==> config.mk <==
export PLATFORM = sky130hd
export DESIGN_NAME = cfg_stream_parser
export DESIGN_NICKNAME = d
export VERILOG_FILES = /design/src/rtl/cfgp_pkg.sv /design/src/rtl/cfgp_hdr_decode.sv /design/src/rtl/cfgp_frame_track.sv /design/src/rtl/cfg_stream_parser.sv
export SDC_FILE = /design/constraint.sdc
export NUM_CORES = 1
export LEC_CHECK = 0
export ABC_AREA = 1
export BUFFER_PORTS_ARGS = -buffer_cell sky130_fd_sc_hd__buf_2
export CAP_MARGIN = 20
export CORE_ASPECT_RATIO = 1.1
export CORE_UTILIZATION = 57
export DETAILED_ROUTE_END_ITERATION = 6
export GPL_TIMING_DRIVEN = 0
export PLACE_DENSITY_LB_ADDON = 0.25
export SKIP_LAST_GASP = 1
export SYNTH_ARGS = -nofsm -noshare
export SYNTH_HDL_FRONTEND = slang
export SYNTH_SLANG_ARGS = --single-unit
==> constraint.sdc <==
create_clock -name clk -period 3.8 [get_ports clk]
set_clock_uncertainty 0.15 [all_clocks]
set_input_delay 0.57 -clock clk [delete_from_list [all_inputs] [get_ports clk]]
set_output_delay 0.57 -clock clk [all_outputs]
set_load 0.02 [all_outputs]
==> src/rtl/cfgp_pkg.sv <==
package cfgp_pkg;

    localparam int WORD_W = 32;
    localparam int ADDR_W = 5;
    localparam int CNT_W  = 27;

    localparam logic [WORD_W-1:0] SYNC_WORD = 32'hAA99_5566;

    localparam logic [ADDR_W-1:0] RSEL_FAR  = 5'b00001;
    localparam logic [ADDR_W-1:0] RSEL_FDRI = 5'b00010;
    localparam logic [ADDR_W-1:0] RSEL_CMD  = 5'b00100;
    localparam logic [4:0]        CMD_DESYNC = 5'b01101;

    typedef enum logic [1:0] {
        OP_NOP = 2'b00,
        OP_RD  = 2'b01,
        OP_WR  = 2'b10,
        OP_DEC = 2'b11
    } op_e;

    typedef enum logic [1:0] {
        PS_HUNT,
        PS_HDR,
        PS_PAY
    } pstate_e;

    typedef struct packed {
        logic              is_short;
        logic              is_long;
        op_e               op;
        logic [ADDR_W-1:0] rsel;
        logic [CNT_W-1:0]  cnt;
    } hdr_s;

    function automatic logic op_stores(op_e op);
        return (op == OP_WR) || (op == OP_DEC);
    endfunction

endpackage

==> src/rtl/cfgp_hdr_decode.sv <==
module cfgp_hdr_decode
    import cfgp_pkg::*;
(
    input  logic [WORD_W-1:0] word,
    input  logic [ADDR_W-1:0] last_rsel,
    output hdr_s              hdr
);
    always_comb begin
        hdr.is_short = (word[31:29] == 3'b001);
        hdr.is_long  = (word[31:29] == 3'b010);
        hdr.op       = op_e'(word[28:27]);
        if (hdr.is_short) begin
            hdr.rsel = word[17:13];
            hdr.cnt  = {{(CNT_W-11){1'b0}}, word[10:0]};
        end else begin
            hdr.rsel = last_rsel;
            hdr.cnt  = word[CNT_W-1:0];
        end
    end
endmodule

==> src/rtl/cfgp_frame_track.sv <==
module cfgp_frame_track
    import cfgp_pkg::*;
#(
    parameter int FRAME_WORDS = 81
) (
    input  logic              clk,
    input  logic              rst,
    input  logic              fdata_stb,
    input  logic              faddr_stb,
    input  logic [WORD_W-1:0] word,
    output logic              frame_done,
    output logic [WORD_W-1:0] faddr_q,
    output logic              faddr_err
);
    localparam int FCNT_W = $clog2(FRAME_WORDS);

    logic [FCNT_W-1:0] fcnt;
    logic              faddr_seen;

    always_ff @(posedge clk) begin
        if (rst) begin
            fcnt       <= '0;
            frame_done <= 1'b0;
        end else begin
            frame_done <= 1'b0;
            if (fdata_stb) begin
                if (fcnt == FCNT_W'(FRAME_WORDS - 1)) begin
                    fcnt       <= '0;
                    frame_done <= 1'b1;
                end else begin
                    fcnt <= fcnt + 1'b1;
                end
            end
        end
    end

    always_ff @(posedge clk) begin
        if (rst) begin
            faddr_q    <= '0;
            faddr_seen <= 1'b0;
            faddr_err  <= 1'b0;
        end else if (faddr_stb) begin
            if (faddr_seen && (word < faddr_q))
                faddr_err <= 1'b1;
            faddr_q    <= word;
            faddr_seen <= 1'b1;
        end
    end
endmodule

==> src/rtl/cfg_stream_parser.sv <==
module cfg_stream_parser
    import cfgp_pkg::*;
#(
    parameter int FRAME_WORDS = 81
) (
    input  logic        clk,
    input  logic        rst,
    input  logic        in_valid,
    input  logic [31:0] in_data,
    output logic        in_ready,
    output logic        synced,
    output logic        wr_valid,
    output logic [4:0]  wr_addr,
    output logic [31:0] wr_data,
    output logic [1:0]  wr_op,
    output logic        frm_valid,
    output logic [31:0] frm_data,
    output logic        frm_done,
    output logic [2:0]  far_block,
    output logic        far_bottom,
    output logic [4:0]  far_row,
    output logic [7:0]  far_major,
    output logic [6:0]  far_minor,
    output logic        far_err,
    output logic        bad_hdr
);
    pstate_e           state;
    hdr_s              hdr;
    logic [ADDR_W-1:0] last_rsel;
    logic [ADDR_W-1:0] cur_rsel;
    op_e               cur_op;
    logic [CNT_W-1:0]  remain;
    logic [WORD_W-1:0] faddr_q;
    logic              pay_take;
    logic              fdata_stb;
    logic              faddr_stb;

    cfgp_hdr_decode u_dec (
        .word      (in_data),
        .last_rsel (last_rsel),
        .hdr       (hdr)
    );

    assign pay_take  = in_valid && (state == PS_PAY) && op_stores(cur_op);
    assign fdata_stb = pay_take && (cur_rsel == RSEL_FDRI);
    assign faddr_stb = pay_take && (cur_rsel == RSEL_FAR);

    cfgp_frame_track #(.FRAME_WORDS(FRAME_WORDS)) u_trk (
        .clk        (clk),
        .rst        (rst),
        .fdata_stb  (fdata_stb),
        .faddr_stb  (faddr_stb),
        .word       (in_data),
        .frame_done (frm_done),
        .faddr_q    (faddr_q),
        .faddr_err  (far_err)
    );

    always_ff @(posedge clk) begin
        if (rst) begin
            state     <= PS_HUNT;
            last_rsel <= '0;
            cur_rsel  <= '0;
            cur_op    <= OP_NOP;
            remain    <= '0;
            bad_hdr   <= 1'b0;
            wr_valid  <= 1'b0;
            wr_addr   <= '0;
            wr_data   <= '0;
            wr_op     <= '0;
            frm_valid <= 1'b0;
            frm_data  <= '0;
        end else begin
            wr_valid  <= 1'b0;
            frm_valid <= 1'b0;
            if (in_valid) begin
                unique case (state)
                    PS_HUNT: begin
                        if (in_data == SYNC_WORD)
                            state <= PS_HDR;
                    end
                    PS_HDR: begin
                        if (in_data == SYNC_WORD) begin
                            state <= PS_HDR;
                        end else if (hdr.is_short || hdr.is_long) begin
                            if (hdr.is_short)
                                last_rsel <= hdr.rsel;
                            cur_rsel <= hdr.rsel;
                            cur_op   <= hdr.op;
                            remain   <= hdr.cnt;
                            if (hdr.op != OP_NOP && hdr.cnt != '0)
                                state <= PS_PAY;
                        end else begin
                            bad_hdr <= 1'b1;
                        end
                    end
                    PS_PAY: begin
                        remain <= remain - 1'b1;
                        if (remain == CNT_W'(1))
                            state <= PS_HDR;
                        if (op_stores(cur_op)) begin
                            wr_valid <= 1'b1;
                            wr_addr  <= cur_rsel;
                            wr_data  <= in_data;
                            wr_op    <= cur_op;
                            if (cur_rsel == RSEL_FDRI) begin
                                frm_valid <= 1'b1;
                                frm_data  <= in_data;
                            end
                        end
                        if (cur_op == OP_WR && cur_rsel == RSEL_CMD
                            && in_data[4:0] == CMD_DESYNC)
                            state <= PS_HUNT;
                    end
                    default: state <= PS_HUNT;
                endcase
            end
        end
    end

    assign in_ready   = 1'b1;
    assign synced     = (state != PS_HUNT);
    assign far_block  = faddr_q[23:21];
    assign far_bottom = faddr_q[20];
    assign far_row    = faddr_q[19:15];
    assign far_major  = faddr_q[14:7];
    assign far_minor  = faddr_q[6:0];
endmodule

==> flow_summary.toml, run 1 <==
[cts]
clkSinkCount = 157
path_clk_slew_ns = 0.07
cts_buffers = 17
worstSkewPairLatency_ns = 0.43
cts_tree = "built"
hold_bufs_inserted_after_cts = 0
cts_post_setup_buffers_inserted = 0
clock_tree.htree_level_count = 4
cts_max_path_buffers = 2
cts_root_buf = "clkbuf_16"
post_cts_resized = 0

[die]
row_count = 44
io_pins = 137
core_region_area_sq_um = 13400
initial_utilization_pct = 59.3
die_w_microns = 115
floorplan.die.height_microns = 126
die_area_sq_um = 14400

[routing]
postRouteWirelength_microns = 24500
via_count = 8162
ant_nets = 0
avgRoutedWirePerCell_microns = 16.6
drt_drc_violations_left = 0
dr.pass1.iters = 6
via_to_cell_ratio = 5.53
drt_first_iter_violations = 740

[placement]
globalplace.congestion = 0.970
port-buffer-count = 134
dpl.hpwl_microns = 17800

[finish]
layout.cells.most_common = "nand2_1"
syn_to_final_growth_pct = 18.8
layout.cells.most_common_list = "nand2_1 (162), a21oi_1 (158), dfxtp_1 (157)"
post_route_cells_drive_above_1_share_pct = 17.4
antenna_cells = 0
finalCoreUtilization_pct = 70.5
final_nets = 1352

[pwr]
ir_drop_mv = 0.251
p_seq_share_pct = 41.5
pwr-share-comb_pct = 16.2
swShare_pct = 28.8
netsw_mw = 1.17
leakage_nw = 4.27
p_clk_share_pct = 42.3
power_report.internal_total_mw = 2.90
power_per_cell_area_nw_per_um2 = 431

[logic_synthesis]
synthesis.nets = 1199
synth-seq-cells = 157
synth-warning-count = 0
syn_avg_cell_area_sq_um = 7.05
ys.flop_type = "dfxtp_1"
syn_area_sq_um = 7940
synthesis.instances = 1125
ys_seq_area_share_pct = 39.6
netlist-cell-type-count = 39
synth_async_sr_flop_share_pct = 0
synth_edf_count = 0

[job]
drv.max_cap_violation_count = 0

[worst_setup_path]
rr_worst_depth = 6
rr_endpoint = "wr_data[10]$_SDFFE_PP0P_"
timing.critical_path.cells = "inv_1 > ha_1 > nand3_2 > clkbuf_1 > clkbuf_1 > a21oi_1"
cpLargestDelayFamily = "buffers and inverters"
path_common_cell = "clkbuf_1"
critical_path.max_fanout = 10
timing_worst_setup_path_type = "flop to flop"
timing.critical_path.to_type = "flop"
worstSetupStartpointType = "flop"
r2r_slack_ns = 1.56
worst_path_max_delay_cell = "clkbuf_1"
delay_of_the_slowest_critical_path_stage_ns = 0.48
critical_path_arrival_ns = 2.38
required_ns = 3.95
regToRegStartpoint = "state[0]$_SDFFE_PP0P_"
worstPathBufferInverterCount = 3

[sta]
slew_viol_final = 0
min_period_ns = 2.24
worst_pin_slew_ns = 0.778
min_period_over_period_pct = 58.9
max_freq_ghz = 0.447
grt_setup_unrepaired = "false"
fin_setup_tns_ns = 0
holdWs_ns = 0.290
slew-limit-headroom_pct = 48.1
final-setup-viol-count = 0
timing_hold_violations_final = 0

[min_path]
hold_path_end = "wr_data[18]$_SDFFE_PP0P_"
start_point_of_the_worst_hold_path = "wr_data[18]$_SDFFE_PP0P_"
hold_path.class = "flop to flop"
holdPathStages = 2

[global_route]
overflow = 0
grt_max_degree = 17
grt_pass1_wl_microns = 38100
overall_routing_resource_usage_pct = 34.6
first_global_vias = 7419
grt_antenna_before_repair = 0

[status]
status = "completed"
-- sequential cells by signal, summed over array words and instances, names as in the netlist --
signal	flops
frm_data	32
wr_op	2
bad_hdr	1
u_trk.faddr_seen	1
u_trk.fcnt	7
frm_valid	1
wr_addr	5
wr_data	32
u_trk.faddr_q	32
cur_op	2
u_trk.frame_done	1
cur_rsel	5
remain	27
state	2
last_rsel	5
u_trk.faddr_err	1
wr_valid	1
-- Yosys cell counts, types with 2 or more instances --
cell,count,area share [%]
nor4_1,2,0.16
nand2_1,162,7.7
ha_1,39,6.1
inv_1,146,6.9
nand3b_1,5,0.47
buf_2,11,0.69
a211oi_1,4,0.38
xnor2_1,4,0.44
buf_4,26,2.5
xor2_1,8,0.88
a21oi_1,158,10
a31oi_1,3,0.24
nand4_1,7,0.55
nor3_1,7,0.44
nor2_2,3,0.24
o211ai_1,2,0.19
nor3_4,2,0.41
nor2_1,126,6.0
clkbuf_1,35,1.7
dfxtp_1,157,40
or2_2,2,0.16
o21ai_0,155,9.8
nand2_2,3,0.24
buf_6,4,0.57
inv_2,4,0.19
nand3_1,35,2.2
nand3_2,3,0.38
-- worst reg2reg max path, delay by kind of cell, from the launching register on --
family	cells	cell delay [ns]
and+or+nand+nor	1	0.17
DFF	1	0.38
adders and majority gates	1	0.27
AOI/OAI and AO/OA	1	0.16
buffers and inverters	3	0.98
-- final cells by class --
type | count | area [sq um]
timing repair buffer | 134 | 671
clock inverter | 12 | 138
inverter | 150 | 563
tap | 184 | 230
multi-input combinational | 741 | 3800
clock buffer | 20 | 457
fill | 1168 | 3950
sequential | 157 | 3140
buffer | 77 | 430
-- per-stage QoR --
| step | cells | total power [mW] | instance area, sq um | setup WS (ns) |
|---|---|---|---|---|
| 3_3_place_gp | 1443 | 2.36 | 8840 | 1.35 |
| 6_report | 1475 | 4.07 | 9430 | 1.56 |
| 2_1_floorplan | 1125 | 2.17 | 7940 | 2.00 |
| 4_1_cts | 1475 | 4.06 | 9430 | 1.59 |
| 5_1_grt | 1475 | 4.23 | 9430 | 1.40 |
| 3_5_place_dp | 1443 | 2.37 | 8840 | 1.31 |
-- how the worst max path moves through the flow --
| stage | startpoint | end | slack, ns | cells past startpoint |
|---|---|---|---|---|
| floorplan | in_data[31] | u_trk.faddr_err$_SDFFE_PP0P_ | 2.00 | 7 |
| global placement | rst | wr_addr[3]$_SDFFE_PP0P_ | 1.35 | 6 |
| detailed placement | rst | wr_addr[3]$_SDFFE_PP0P_ | 1.31 | 6 |
| CTS | state[0]$_SDFFE_PP0P_ | wr_data[8]$_SDFFE_PP0P_ | 1.59 | 6 |
| global route | state[0]$_SDFFE_PP0P_ | u_trk.faddr_q[9]$_SDFFE_PP0P_ | 1.40 | 8 |
| finish | state[0]$_SDFFE_PP0P_ | wr_data[10]$_SDFFE_PP0P_ | 1.56 | 6 |
-- metal layers --
| layer | global-route usage, % | vias to the layer above | wire, microns |
|---|---|---|---|
| met2 | 54.9 | 391 | 11000 |
| li1 | - | 3955 | - |
| met3 | 6.06 | 95 | 2130 |
| met4 | 20.6 | 0 | 1360 |
| met5 | 0 | - | 0 |
| met1 | 44.0 | 3721 | 9990 |
-- power groups by stage --
stage	sequential, mW	combinational [mW]	clock, mW
2_1_floorplan	1.72	0.455	0
3_3_place_gp	1.72	0.635	0
3_5_place_dp	1.72	0.641	0
4_1_cts	1.69	0.647	1.72
5_1_grt	1.69	0.741	1.80
6_report	1.69	0.659	1.72
-- kinds of logic after synthesis --
group           share of synthesized area, %
compound gates                          21.2
fa+ha+maj                               6.15
simple gates                            19.2
flops                                   39.6
xor+xnor                                1.32
other cells                           0.0473
buf+inv                                 12.5
Note: power is estimated with default switching activity, not from simulation.
==> run 2: changes to the inputs <==
- CORE_UTILIZATION: 57 -> 51
- clock period: 3.8 -> 2 ns (I/O delays scaled with it)
==> run 2 against run 1 <==
- clock-buffer cell count grew 2
- critical path depth is 3 higher
- maximum frequency rose by 17%
- global-route usage down 5.1 points
- worst hold slack got worse by 0.26 ns
- via count shrank 2.6%
- cell count rose by 0.81%
- sequential share of layout area is 0.45 points lower
- worst setup slack got worse by 1.5 ns
- wire length down 4.6%
- clock power is 100% higher
- largest cell class unchanged
- largest power group unchanged
==> flow_summary.toml, run 2 (same netlist as run 1, synthesis figures left out) <==
[status]
status = "completed"

[global_route]
overflow = 0
top_usage_layer = "met2"
groute.layer.met3.usage_pct = 5.04
first_global_vias = 7287
grt_max_degree = 17
grt_util_met2_pct = 49.2
overall_routing_resource_usage_pct = 29.5
grt_pass1_wl_microns = 36700
grt_antenna_before_repair = 0
met1_global_route_usage_pct = 36.1

[pwr]
finalPower_mw = 7.97
leakage_nw = 4.33
pwr-share-comb_pct = 15.9
p_clk_share_pct = 43.8
netsw_mw = 2.18
power_per_cell_area_nw_per_um2 = 833
power_report.internal_total_mw = 5.79
ir_drop_mv = 0.607
swShare_pct = 27.3
p_seq_share_pct = 40.3

[routing]
dr.pass1.iters = 5
via_count = 7947
drt_first_iter_violations = 612
ant_nets = 0
drt_drc_violations_left = 0
avgRoutedWirePerCell_microns = 15.7
postRouteWirelength_microns = 23400
via_to_cell_ratio = 5.34

[placement]
dpl.hpwl_microns = 17200
globalplace.congestion = 0.932
dpl_cells = 1455
port-buffer-count = 134

[cts]
path_clk_slew_ns = 0.06
clkSinkCount = 157
clock_tree.htree_level_count = 4
worstSkewPairLatency_ns = 0.43
cts_post_setup_buffers_inserted = 0
cts_root_buf = "clkbuf_16"
cts_max_path_buffers = 2
cts_buffers = 17
cts_tree = "built"

[sta]
final-setup-viol-count = 0
grt_setup_unrepaired = "true"
timing_hold_violations_final = 0
slew_viol_final = 0
worst_pin_slew_ns = 0.782
fin_setup_tns_ns = 0
min_period_ns = 1.91
slew-limit-headroom_pct = 47.9
min_period_over_period_pct = 95.5
max_freq_ghz = 0.523

[worst_setup_path]
critical_path.max_fanout = 4
timing_worst_setup_path_type = "flop to flop"
critical_path_arrival_ns = 2.06
required_ns = 2.15
timing.critical_path.to_type = "flop"
worstSetupStartpointType = "flop"

[finish]
syn_to_final_growth_pct = 20.5
antenna_cells = 0
finish.cell_count_without_fillers = 1487
reg.largest.list = "frm_data (32), u_trk.faddr_q (32), wr_data (32)"
layout.cells.most_common = "nand2_1"
final_nets = 1352
post_route_cells_drive_above_1_share_pct = 18.8
layout.cells.most_common_list = "nand2_1 (161), a21oi_1 (158), dfxtp_1 (157)"

[die]
row_count = 47
initial_utilization_pct = 52.5
die_w_microns = 121
io_pins = 137
floorplan.die.height_microns = 133
die_area_sq_um = 16100
core_region_area_sq_um = 15100

[min_path]
hold_path.class = "primary input to flop"

[job]
drv.max_cap_violation_count = 0
==> run 2: cell count changes in the layout (fill, tap and decap cells not counted), sizes merged <==
| cell | change |
|---|---|
| bufinv | +2 |
| clkbuf | +2 |
| clkinvlp | -2 |
| inv | -2 |
==> run 2: path summary, 6_finish.rpt <==
kind,start,cells past startpoint,slack [ns],to
worst max-delay path,remain[0]$_SDFFE_PP0P_,9,0.09,remain[14]$_SDFFE_PP0P_
worst min-delay path,in_data[0],3,0.03,remain[0]$_SDFFE_PP0P_
worst max register to register,remain[0]$_SDFFE_PP0P_,9,0.09,remain[14]$_SDFFE_PP0P_
worst min register to register,wr_data[13]$_SDFFE_PP0P_,2,0.29,wr_data[13]$_SDFFE_PP0P_
==> run 2: critical path: stages, from the launching register on <==
cell and delay (ns):
dfxtp_1 0.33, inv_1 0.14, ha_2 0.26, nand2_1 0.16, nor2_4 0.20, nand2_1 0.12
inv_1 0.13, nand4_1 0.09, a21oi_1 0.15, nor3_1 0.06
==> run 2: what timing repair did <==
action	in CTS	in global routing
hold buffers	0	0
gates resized for setup	16	15
setup endpoints to repair	110	96
==> run 2: layout make-up <==
type,count,area [sq um]
fillers,1375,5550
multi-input cells,741,3850
flip-flops and latches,157,3140
repair buffers,134,671
inverters,150,563
clock buffers,22,474
plain buffers,77,455
well taps,196,245
clock inverters,10,161
==> run 2: power groups by stage <==
stage / registers, mW / clock network, mW / logic, mW
finish: 3.21 / 3.49 / 1.26
global route: 3.21 / 3.64 / 1.41
CTS: 3.21 / 3.50 / 1.23
detailed placement: 3.28 / 0 / 1.22
global placement: 3.27 / 0 / 1.21
floorplan: 3.27 / 0 / 0.865
==> run 2: routing by layer <==
metal	share of wire [%]	routed length, microns	vias to the layer above
met3	6.6	1530	56
li1	-	-	3950
met4	3.9	911	0
met5	0	0	-
met1	42	9740	3663
met2	48	11200	278
==> run 2: metrics by stage <==
stage / utilization (%) / hold slack [ns] / area, sq um / setup WS, ns
2_1_floorplan: - / 0.274 / 7940 / 0.302
3_3_place_gp: 58.6 / 0.279 / 8850 / -0.190
3_5_place_dp: 58.6 / 0.284 / 8850 / -0.242
4_1_cts: 63.0 / 0.0290 / 9520 / -0.0404
5_1_grt: 63.3 / 0.0606 / 9560 / -0.0175
6_report: 63.3 / 0.0317 / 9560 / 0.0891
